===== src/rtl/rn_pkg.sv =====
package rn_pkg;
  localparam int unsigned NUM_ARCH = 32;
  localparam int unsigned NUM_PHYS = 40;
  localparam int unsigned AREG_W   = $clog2(NUM_ARCH);
  localparam int unsigned PREG_W   = $clog2(NUM_PHYS);
  localparam int unsigned SPARE    = NUM_PHYS - NUM_ARCH;
  localparam int unsigned NUM_RD   = 4;  // s1, s2, s3, old target

  typedef logic [AREG_W-1:0] areg_t;
  typedef logic [PREG_W-1:0] preg_t;
endpackage


===== src/rtl/rn_name_fifo.sv =====
module rn_name_fifo #(
  parameter int unsigned DEPTH     = 8,
  parameter int unsigned W         = 6,
  parameter bit          INIT_FULL = 1'b0,
  parameter int unsigned INIT_BASE = 0,
  localparam int unsigned PTR_W    = (DEPTH > 1) ? $clog2(DEPTH) : 1,
  localparam int unsigned CNT_W    = $clog2(DEPTH + 1)
) (
  input  logic             clk_i,
  input  logic             rst_ni,
  input  logic             push_i,
  input  logic [W-1:0]     push_data_i,
  input  logic             pop_i,
  output logic [W-1:0]     head_o,
  output logic             empty_o,
  output logic             full_o,
  output logic [CNT_W-1:0] count_o
);
  logic [W-1:0]     mem_q [DEPTH];
  logic [PTR_W-1:0] head_q, tail_q;
  logic [CNT_W-1:0] cnt_q;

  function automatic logic [PTR_W-1:0] ptr_inc(input logic [PTR_W-1:0] p);
    return (p == PTR_W'(DEPTH - 1)) ? '0 : p + 1'b1;
  endfunction

  assign head_o  = mem_q[head_q];
  assign empty_o = (cnt_q == '0);
  assign full_o  = (cnt_q == CNT_W'(DEPTH));
  assign count_o = cnt_q;

  always_ff @(posedge clk_i or negedge rst_ni) begin
    if (!rst_ni) begin
      for (int i = 0; i < int'(DEPTH); i++)
        mem_q[i] <= INIT_FULL ? W'(INIT_BASE + i) : '0;
      head_q <= '0;
      tail_q <= '0;
      cnt_q  <= INIT_FULL ? CNT_W'(DEPTH) : '0;
    end else begin
      if (push_i) begin
        mem_q[tail_q] <= push_data_i;
        tail_q        <= ptr_inc(tail_q);
      end
      if (pop_i) head_q <= ptr_inc(head_q);
      case ({push_i, pop_i})
        2'b10:   cnt_q <= cnt_q + 1'b1;
        2'b01:   cnt_q <= cnt_q - 1'b1;
        default: cnt_q <= cnt_q;
      endcase
    end
  end

  assert_no_overflow_R6: assert property (@(posedge clk_i) disable iff (!rst_ni)
    (push_i && !pop_i) |-> !full_o);
  assert_no_underflow_R7: assert property (@(posedge clk_i) disable iff (!rst_ni)
    pop_i |-> !empty_o);
  assert_push_lands_R5: assert property (@(posedge clk_i) disable iff (!rst_ni)
    (push_i && empty_o) |=> (head_o == $past(push_data_i)));
endmodule


===== src/rtl/rn_map_table.sv =====
module rn_map_table #(
  parameter int unsigned NUM_ENT = 32,
  parameter int unsigned IDX_W   = 5,
  parameter int unsigned DAT_W   = 6,
  parameter int unsigned NRD     = 4
) (
  input  logic                       clk_i,
  input  logic                       rst_ni,
  input  logic [NRD-1:0][IDX_W-1:0]  rd_idx_i,
  output logic [NRD-1:0][DAT_W-1:0]  rd_dat_o,
  input  logic                       we_i,
  input  logic [IDX_W-1:0]           wr_idx_i,
  input  logic [DAT_W-1:0]           wr_dat_i
);
  logic [DAT_W-1:0] map_q [NUM_ENT];

  // reads see the table before this cycle's write
  for (genvar g = 0; g < int'(NRD); g++) begin : g_rd
    assign rd_dat_o[g] = map_q[rd_idx_i[g]];
  end

  always_ff @(posedge clk_i or negedge rst_ni) begin
    if (!rst_ni) begin
      for (int i = 0; i < int'(NUM_ENT); i++) map_q[i] <= DAT_W'(i);
    end else if (we_i) begin
      map_q[wr_idx_i] <= wr_dat_i;
    end
  end

  assert_write_lands_R4: assert property (@(posedge clk_i) disable iff (!rst_ni)
    we_i |=> (map_q[$past(wr_idx_i)] == $past(wr_dat_i)));
endmodule


===== src/rtl/rn_renamer.sv =====
module rn_renamer
  import rn_pkg::*;
(
  input  logic          clk_i,
  input  logic          rst_ni,
  input  logic          ren_valid_i,
  input  logic [4:0]    ren_t_i,
  input  logic [4:0]    ren_s1_i,
  input  logic [4:0]    ren_s2_i,
  input  logic [4:0]    ren_s3_i,
  input  logic          cmpl_i,
  output logic          ren_accept_o,
  output logic          stall_o,
  output logic [5:0]    phys_t_o,
  output logic [5:0]    phys_s1_o,
  output logic [5:0]    phys_s2_o,
  output logic [5:0]    phys_s3_o
);
  localparam int unsigned CNT_W = $clog2(SPARE + 1);

  logic [NUM_RD-1:0][AREG_W-1:0] rd_idx;
  logic [NUM_RD-1:0][PREG_W-1:0] rd_dat;
  preg_t            free_head, pend_head, old_t;
  logic             free_empty, free_full, pend_empty, pend_full;
  logic [CNT_W-1:0] free_cnt, pend_cnt;
  logic             accept, cmpl_go;

  assign rd_idx  = {ren_t_i, ren_s3_i, ren_s2_i, ren_s1_i};
  assign old_t   = rd_dat[3];
  assign stall_o = free_empty | pend_full;
  assign accept  = ren_valid_i & ~stall_o;
  assign cmpl_go = cmpl_i & ~pend_empty;

  assign ren_accept_o = accept;
  assign phys_t_o     = free_head;
  assign phys_s1_o    = rd_dat[0];
  assign phys_s2_o    = rd_dat[1];
  assign phys_s3_o    = rd_dat[2];

  rn_map_table #(
    .NUM_ENT(NUM_ARCH), .IDX_W(AREG_W), .DAT_W(PREG_W), .NRD(NUM_RD)
  ) u_map (
    .clk_i, .rst_ni,
    .rd_idx_i(rd_idx), .rd_dat_o(rd_dat),
    .we_i(accept), .wr_idx_i(ren_t_i), .wr_dat_i(free_head)
  );

  rn_name_fifo #(
    .DEPTH(SPARE), .W(PREG_W), .INIT_FULL(1'b1), .INIT_BASE(NUM_ARCH)
  ) u_free (
    .clk_i, .rst_ni,
    .push_i(cmpl_go), .push_data_i(pend_head), .pop_i(accept),
    .head_o(free_head), .empty_o(free_empty), .full_o(free_full),
    .count_o(free_cnt)
  );

  rn_name_fifo #(
    .DEPTH(SPARE), .W(PREG_W), .INIT_FULL(1'b0), .INIT_BASE(0)
  ) u_pend (
    .clk_i, .rst_ni,
    .push_i(accept), .push_data_i(old_t), .pop_i(cmpl_go),
    .head_o(pend_head), .empty_o(pend_empty), .full_o(pend_full),
    .count_o(pend_cnt)
  );

  assert_names_conserved_R5: assert property (@(posedge clk_i) disable iff (!rst_ni)
    ({1'b0, free_cnt} + {1'b0, pend_cnt}) == (CNT_W + 1)'(SPARE));
  assert_full_free_empty_pend_R8: assert property (@(posedge clk_i) disable iff (!rst_ni)
    free_full |-> pend_empty);
  assert_stall_no_take_R7: assert property (@(posedge clk_i) disable iff (!rst_ni)
    (stall_o && ren_valid_i) |=> (free_cnt >= $past(free_cnt)));
  assert_new_name_is_spare_R2: assert property (@(posedge clk_i) disable iff (!rst_ni)
    !free_empty |-> (free_head >= PREG_W'(NUM_ARCH)) || (free_head != old_t));
endmodule


===== config.mk =====
export PLATFORM = sky130hd
export DESIGN_NAME = rn_renamer
export DESIGN_NICKNAME = d
export VERILOG_FILES = /design/src/rtl/rn_pkg.sv /design/src/rtl/rn_name_fifo.sv /design/src/rtl/rn_map_table.sv /design/src/rtl/rn_renamer.sv
export SDC_FILE = /design/constraint.sdc
export NUM_CORES = 1
export LEC_CHECK = 0
export BUFFER_PORTS_ARGS = -buffer_cell sky130_fd_sc_hd__buf_4
export CAP_MARGIN = 20
export CORE_UTILIZATION = 45
export CTS_CLUSTER_SIZE = 25
export DETAILED_ROUTE_END_ITERATION = 10
export GPL_ROUTABILITY_DRIVEN = 0
export GPL_TIMING_DRIVEN = 0
export PLACE_DENSITY = 0.61
export SLEW_MARGIN = 30
export SYNTH_ARGS = -nofsm -noshare
export SYNTH_HDL_FRONTEND = slang
export SYNTH_SLANG_ARGS = --single-unit

===== constraint.sdc =====
create_clock -name clk_i -period 5.61 [get_ports clk_i]
set_input_delay 0.2805 -clock clk_i [delete_from_list [all_inputs] [get_ports clk_i]]
set_output_delay 0.2805 -clock clk_i [all_outputs]
set_load 0.05 [all_outputs]

== Word level (Yosys, flattened, before mapping) ==
Index checks and enable logic that the tools add are counted.

* Add/subtract/negate cells: 8
* Order comparisons: 11
* Equality and inequality tests: 9
* Muxes and demuxes: 33
* Bitwise gates (word level): 13
* Reductions and logical operators: 7

{| class="wikitable"
|+ Operators by type and width
! kind !! count
|-
| 192-bit bitwise mux || 1
|-
| 6-bit binary-select mux with 5-bit select || 4
|-
| 48-bit bitwise mux || 2
|-
| 6-bit two-way mux || 15
|-
| 6-bit binary-select mux with 3-bit select || 2
|-
| 6-bit demux with 3-bit select || 2
|-
| 6-bit demux with 5-bit select || 1
|-
| 6-bit greater-or-equal comparator, second input constant || 4
|-
| 5-bit NOT with 6-bit output || 4
|-
| 4-bit greater-or-equal comparator, second input constant || 4
|-
| 3-bit NOT with 4-bit output || 4
|-
| 4-bit one-hot mux with 2 select lines || 2
|-
| 3-bit by 1-bit adder with 3-bit output, second input constant || 4
|-
| 3-bit equality test, second input constant || 4
|-
| 3-bit two-way mux || 4
|-
| 4-bit by 1-bit adder with 4-bit output, second input constant || 2
|-
| 4-bit zero test || 2
|-
| 4-bit by 1-bit < comparator with 1-bit output, second input constant || 2
|-
| 4-bit by 1-bit subtractor with 4-bit output, second input constant || 2
|-
| 6-bit by 1-bit < comparator with 1-bit output, second input constant || 1
|-
| 2-bit by 1-bit equality test with 1-bit output, second input constant || 2
|-
| 2-bit equality test, second input constant || 2
|-
| 4-bit equality test, second input constant || 1
|-
| 2-bit nonzero test || 2
|-
| 4 further kinds || 8
|}

* Flip-flop bits (word level): 308
* Bits of input ports: 24
* Logic and storage cells: 135

== Depth between registers and ports, before layout ==
* Word-level depth: 6
* Mapped depth: 13
* Gate-level depth less buffers: 10

== Modules after synthesis ==
Synthesis repeated with hierarchy kept, for this count alone.

* Cells, all modules: 1127
* Area total of the unflattened synthesis: 19085.8 um^2

{| class="wikitable"
|+ Modules (own cells, without submodules)
! module !! instances !! cells each !! area each (um^2) !! sequential area each (um^2)
|-
| rn_map_table || 1 || 766 || 13396.6 || 4904.7
|-
| rn_name_fifo at u_free || 1 || 179 || 2836.5 || 1477.7
|-
| rn_name_fifo at u_pend || 1 || 179 || 2832.7 || 1451.4
|-
| rn_renamer || 1 || 3 || 20.0 || 0.0
|}

== Least setup slack after synthesis ==
No wires, ideal clock.

* Path kind: reg2reg
* Start: reg u_pend.cnt_q[1] (netlist: u_pend.count_o[1])
* End: reg u_free.cnt_q[2] (netlist: u_free.count_o[2])
* Setup time: 131 ps
* Arrival: 2846 ps
* Path slack: 2633 ps
* Stages on the path, launching flop included: 14
* Path buffers: 3
* Cell sequence: dfrtp_1 buf_2 or4b_1 clkbuf_2 nand3b_1 buf_2 inv_1 ha_1 xor2_1 ha_1 a21oi_1 xor2_1 nor2_1 xor2_1

* Word-level cells in the longest chain between the ends: 6
* Elaborated cells on any way between the ends: 11
* Those cells by class: eq/ne (3); mux (1); bitwise (5); reduce/logical (2)

{| class="wikitable"
|+ Ends and longest elaborated chain
! item !! line !! RTL
|-
| start, declared || rn_name_fifo.sv:21 || <nowiki>logic [CNT_W-1:0] cnt_q;</nowiki>
|-
| start signal, assigned || rn_name_fifo.sv:38 || <nowiki>cnt_q <= INIT_FULL ? CNT_W'(DEPTH) : '0;</nowiki>
|-
| start signal, assigned || rn_name_fifo.sv:46 || <nowiki>2'b10: cnt_q <= cnt_q + 1'b1;</nowiki>
|-
| start signal, assigned || rn_name_fifo.sv:47 || <nowiki>2'b01: cnt_q <= cnt_q - 1'b1;</nowiki>
|-
| 4-bit equality test * || rn_name_fifo.sv:29 || <nowiki>assign full_o = (cnt_q == CNT_W'(DEPTH));</nowiki>
|-
| 1-bit OR * || rn_renamer.sv:30 || <nowiki>assign stall_o = free_empty | pend_full;</nowiki>
|-
| 1-bit NOT * || rn_renamer.sv:31 || <nowiki>assign accept = ren_valid_i & ~stall_o;</nowiki>
|-
| 1-bit bitwise AND * || rn_renamer.sv:31 ||
|-
| net ren_accept_o || rn_renamer.sv:12 || <nowiki>output logic ren_accept_o,</nowiki>
|-
| 2-bit by 1-bit equality test with 1-bit output / 2-bit equality test (equally long branches) || rn_name_fifo.sv:45 || <nowiki>case ({push_i, pop_i})</nowiki>
|-
| 4-bit one-hot mux with 2 select lines / 2-bit nonzero test (equally long branches) || -- ||
|-
| end signal, assigned || rn_name_fifo.sv:46 ||
|-
| end signal, assigned || rn_name_fifo.sv:47 ||
|-
| end signal, assigned || rn_name_fifo.sv:48 || <nowiki>default: cnt_q <= cnt_q;</nowiki>
|-
| end, declared || rn_name_fifo.sv:21 ||
|}

Mark *: on every way through the listed nets, which the timed path passes. The rest lies on a longest branch.
A chain may end at the register's enable or synchronous reset.

==> impl_metrics.py <==
metrics = {
    "min_path": {
        "min_path_type": "in -> reg",
        "hold_start": "ren_valid_i",
    },
    "clocking": {
        "cts_sinks": 308,
        "numCtsBuffers": 38,
        "cts_setup_buffers": 0,
        "worst_skew_pair.late_latency_ns": 0.57,
        "cts_root_buf": "clkbuf_16",
        "htreeDepth": 2,
        "clk_transition_reported_paths_ns": 0.06,
        "cts_buffer_depth": 3,
        "post_cts_resized": 0,
        "cts_tree": "done",
    },
    "detailed_routing": {
        "drt-total-wl_um": 68600,
        "avgRoutedWirePerCell_um": 31.6,
        "via_per_inst": 6.72,
        "drtAntennaViolNets": 0,
        "dr.first_iter.drc_count": 1969,
        "drc_errors": 0,
        "vias": 14600,
        "first_pass_iters": 6,
    },
    "setup_path": {
        "path_max_fanout": 11,
        "worst_path_max_delay_cell": "clkbuf_1",
        "cp_top_family": "buffers and inverters",
        "path_cells": "clkbuf_1 -> clkbuf_1 -> mux4_2 -> a22o_1 -> nor3_1 -> a31oi_1 -> buf_4 -> buf_4",
        "arrival_ns": 3.54,
        "startpoint": "ren_s2_i[3]",
        "cp-end-kind": "output port",
        "crit_required_ns": 5.33,
        "path_class": "in -> out",
        "max_stage_delay_ns": 0.85,
        "path_buf_inv": 4,
        "start_kind": "primary input",
        "r2r-start": "u_pend.count_o[1]",
    },
    "placement": {
        "postPlaceCellArea_mm2": 0.0207,
        "place_hpwl_um": 49800,
        "portBuffers": 38,
        "dp_cells": 2094,
    },
    "yosys": {
        "syn-instance-count": 1473,
        "synth_edf_count": 0,
        "yosys_most_used_dff": "dfrtp_1",
        "synth_commonest_cells": "mux2_2 (251), dfrtp_1 (207), mux2i_1 (172), mux4_2 (153), dfstp_2 (101)",
        "ys_types": 55,
        "ys_seq_area_share_pct": 40.3,
        "synthArstFlopShare_pct": 100,
        "syn_area_mm2": 0.0194,
        "yosys.area.top_type_share_pct": 26.6,
        "synth.avg_cell_area_um2": 13.2,
        "yosysMostFrequentCell": "mux2_2",
        "ys_ff_latch": 308,
        "synth_warnings": 0,
        "synth.area.top_cells": "dfrtp_1 (27%), mux4_2 (18%), mux2_2 (15%), dfstp_2 (14%), mux2i_1 (8.9%)",
        "yosysTopAreaCell": "dfrtp_1",
        "syn_nets": 1511,
    },
    "sta": {
        "maxSlewViolCount": 0,
        "max_freq_mhz": 262,
        "timing.final.crit_share_pct": 68.2,
        "slew-limit-headroom_pct": 29.8,
        "rsz0062_at_grt": "false",
        "whs_ns": 0.142,
        "setup_viol": 0,
        "tns_ns": 0,
        "fin_crit_ns": 3.82,
        "hold_violations": 0,
        "fin_worst_skew_ns": 0.0185,
        "worst_pin_slew_ns": 1.05,
    },
    "floorplan": {
        "pin_count": 50,
        "die_area_mm2": 0.0440,
        "die_x_um": 210,
        "rows": 75,
        "core_area_mm2": 0.0423,
        "fp.dieH_um": 210,
        "start_util_pct": 45.9,
    },
    "power_and_ir_drop": {
        "p_per_area_mw_per_mm2": 233,
        "irDropWorstVdd_v": 0.000177,
        "total_power_mw": 5.12,
        "leakage_nw": 9.53,
    },
    "grt": {
        "grt_pass1_vias": 14400,
        "grt_max_degree": 80,
        "antenna_found_initial": 4,
        "grt_remaining_overflow": 0,
        "gr-usage-all-layers_pct": 31.7,
        "grt_pass1_wl_um": 99800,
    },
    "layout": {
        "drive_gt1_share_pct": 45.8,
        "area_delta_synth_final_pct": 13.2,
        "nNetsFinal": 1596,
        "finalNonFillerCells": 2173,
        "finalInstanceArea_mm2": 0.0220,
    },
    "run_status": {
        "status": "completed",
    },
    "flow_run": {
        "drv_cap": 0,
    },
}
where the power goes:
group / internal (mW) / switching, mW / leakage, nW / total, mW
sequential: 2.23 / 0.00128 / 3.92 / 2.23
clock: 1.51 / 1.01 / 0.639 / 2.51
combinational: 0.120 / 0.254 / 4.97 / 0.374
worst reg2reg max path: stages, from the launching register on:
cell,delay [ns]
dfrtp_1,0.35
buf_2,0.18
o41ai_4,0.71
clkbuf_1,0.49
inv_1,0.30
ha_1,0.34
xor2_1,0.17
ha_1,0.19
a21oi_1,0.14
xor2_1,0.16
nor2_1,0.06
xor2_1,0.15
repair_timing:
item,in CTS,in global routing
hold buffers,1,0
endpoints found under the hold margin,72,0
endpoints found under the setup margin,0,0
placed cells by master, fill, tap and decap left out, drive strengths merged, types with 14 or more instances in the layout:
cell type and n:
nand2 39, o22ai 58, mux4 153, clkbuf 106
buf 134, nor2 80, dfstp 101, ha 14
nor4 19, nor3 24, mux2i 172, dfrtp 207
mux2 257, a31oi 54
state kept, by name, indices dropped and copies added, names as in the netlist:
register / cells
u_free.tail_q: 3
u_pend.head_q: 3
u_map.map_q: 192
u_free.count_o: 4
u_free.mem_q: 48
u_pend.tail_q: 3
u_pend.mem_q: 48
u_free.head_q: 3
u_pend.count_o: 4
logic make-up (layout without fill, tap and decap cells):
family	after synthesis	in the layout	synth area share (%)
AOI/OAI and AO/OA	171	171	6.02
xor gates and xnor gates	9	9	0.406
adders and majority gates	14	14	0.901
buffers and inverters	147	262	3.69
DFF	308	308	40.3
muxes	582	582	41.6
other	0	8	0
and+or+nand+nor	242	242	7.09
worst paths after layout:
check,slack [ns],end,cells after the start
setup / recovery,1.79,phys_s2_o[4],8
hold / removal,0.14,u_pend.tail_q[2],3
setup reg to reg,2.25,u_pend.count_o[2],11
hold reg to reg,0.50,u_free.mem_q[26],1
max in group asynchronous,4.27,u_map.map_q[120],4
min in group asynchronous,0.21,u_free.mem_q[43],2
metrics by stage:
step / util [%] / worst slack, ns
floorplan: - / 2.63
global placement: 48.3 / 1.50
detailed placement: 48.8 / 2.13
CTS: 51.9 / 2.12
global route: 51.9 / 1.95
finish: 52.0 / 1.79
area by class of cell:
class,instances,area (um2)
clock inverter,13,138
timing repair buffer,45,428
antenna,8,20.0
sequential,308,7830
fill,3629,20300
multi-input combinational,1018,11000
inverter,8,30.0
buffer,139,693
clock buffer,57,1140
tap,577,722
metal layers:
| metal | share of wire [%] | global-route usage (%) |
|---|---|---|
| met1 | 39 | 43.3 |
| met2 | 43 | 46.1 |
| met3 | 13 | 10.4 |
| met4 | 5.7 | 13.9 |
| met5 | 0.012 | 0 |
Note: power is estimated with default switching activity, not from simulation.
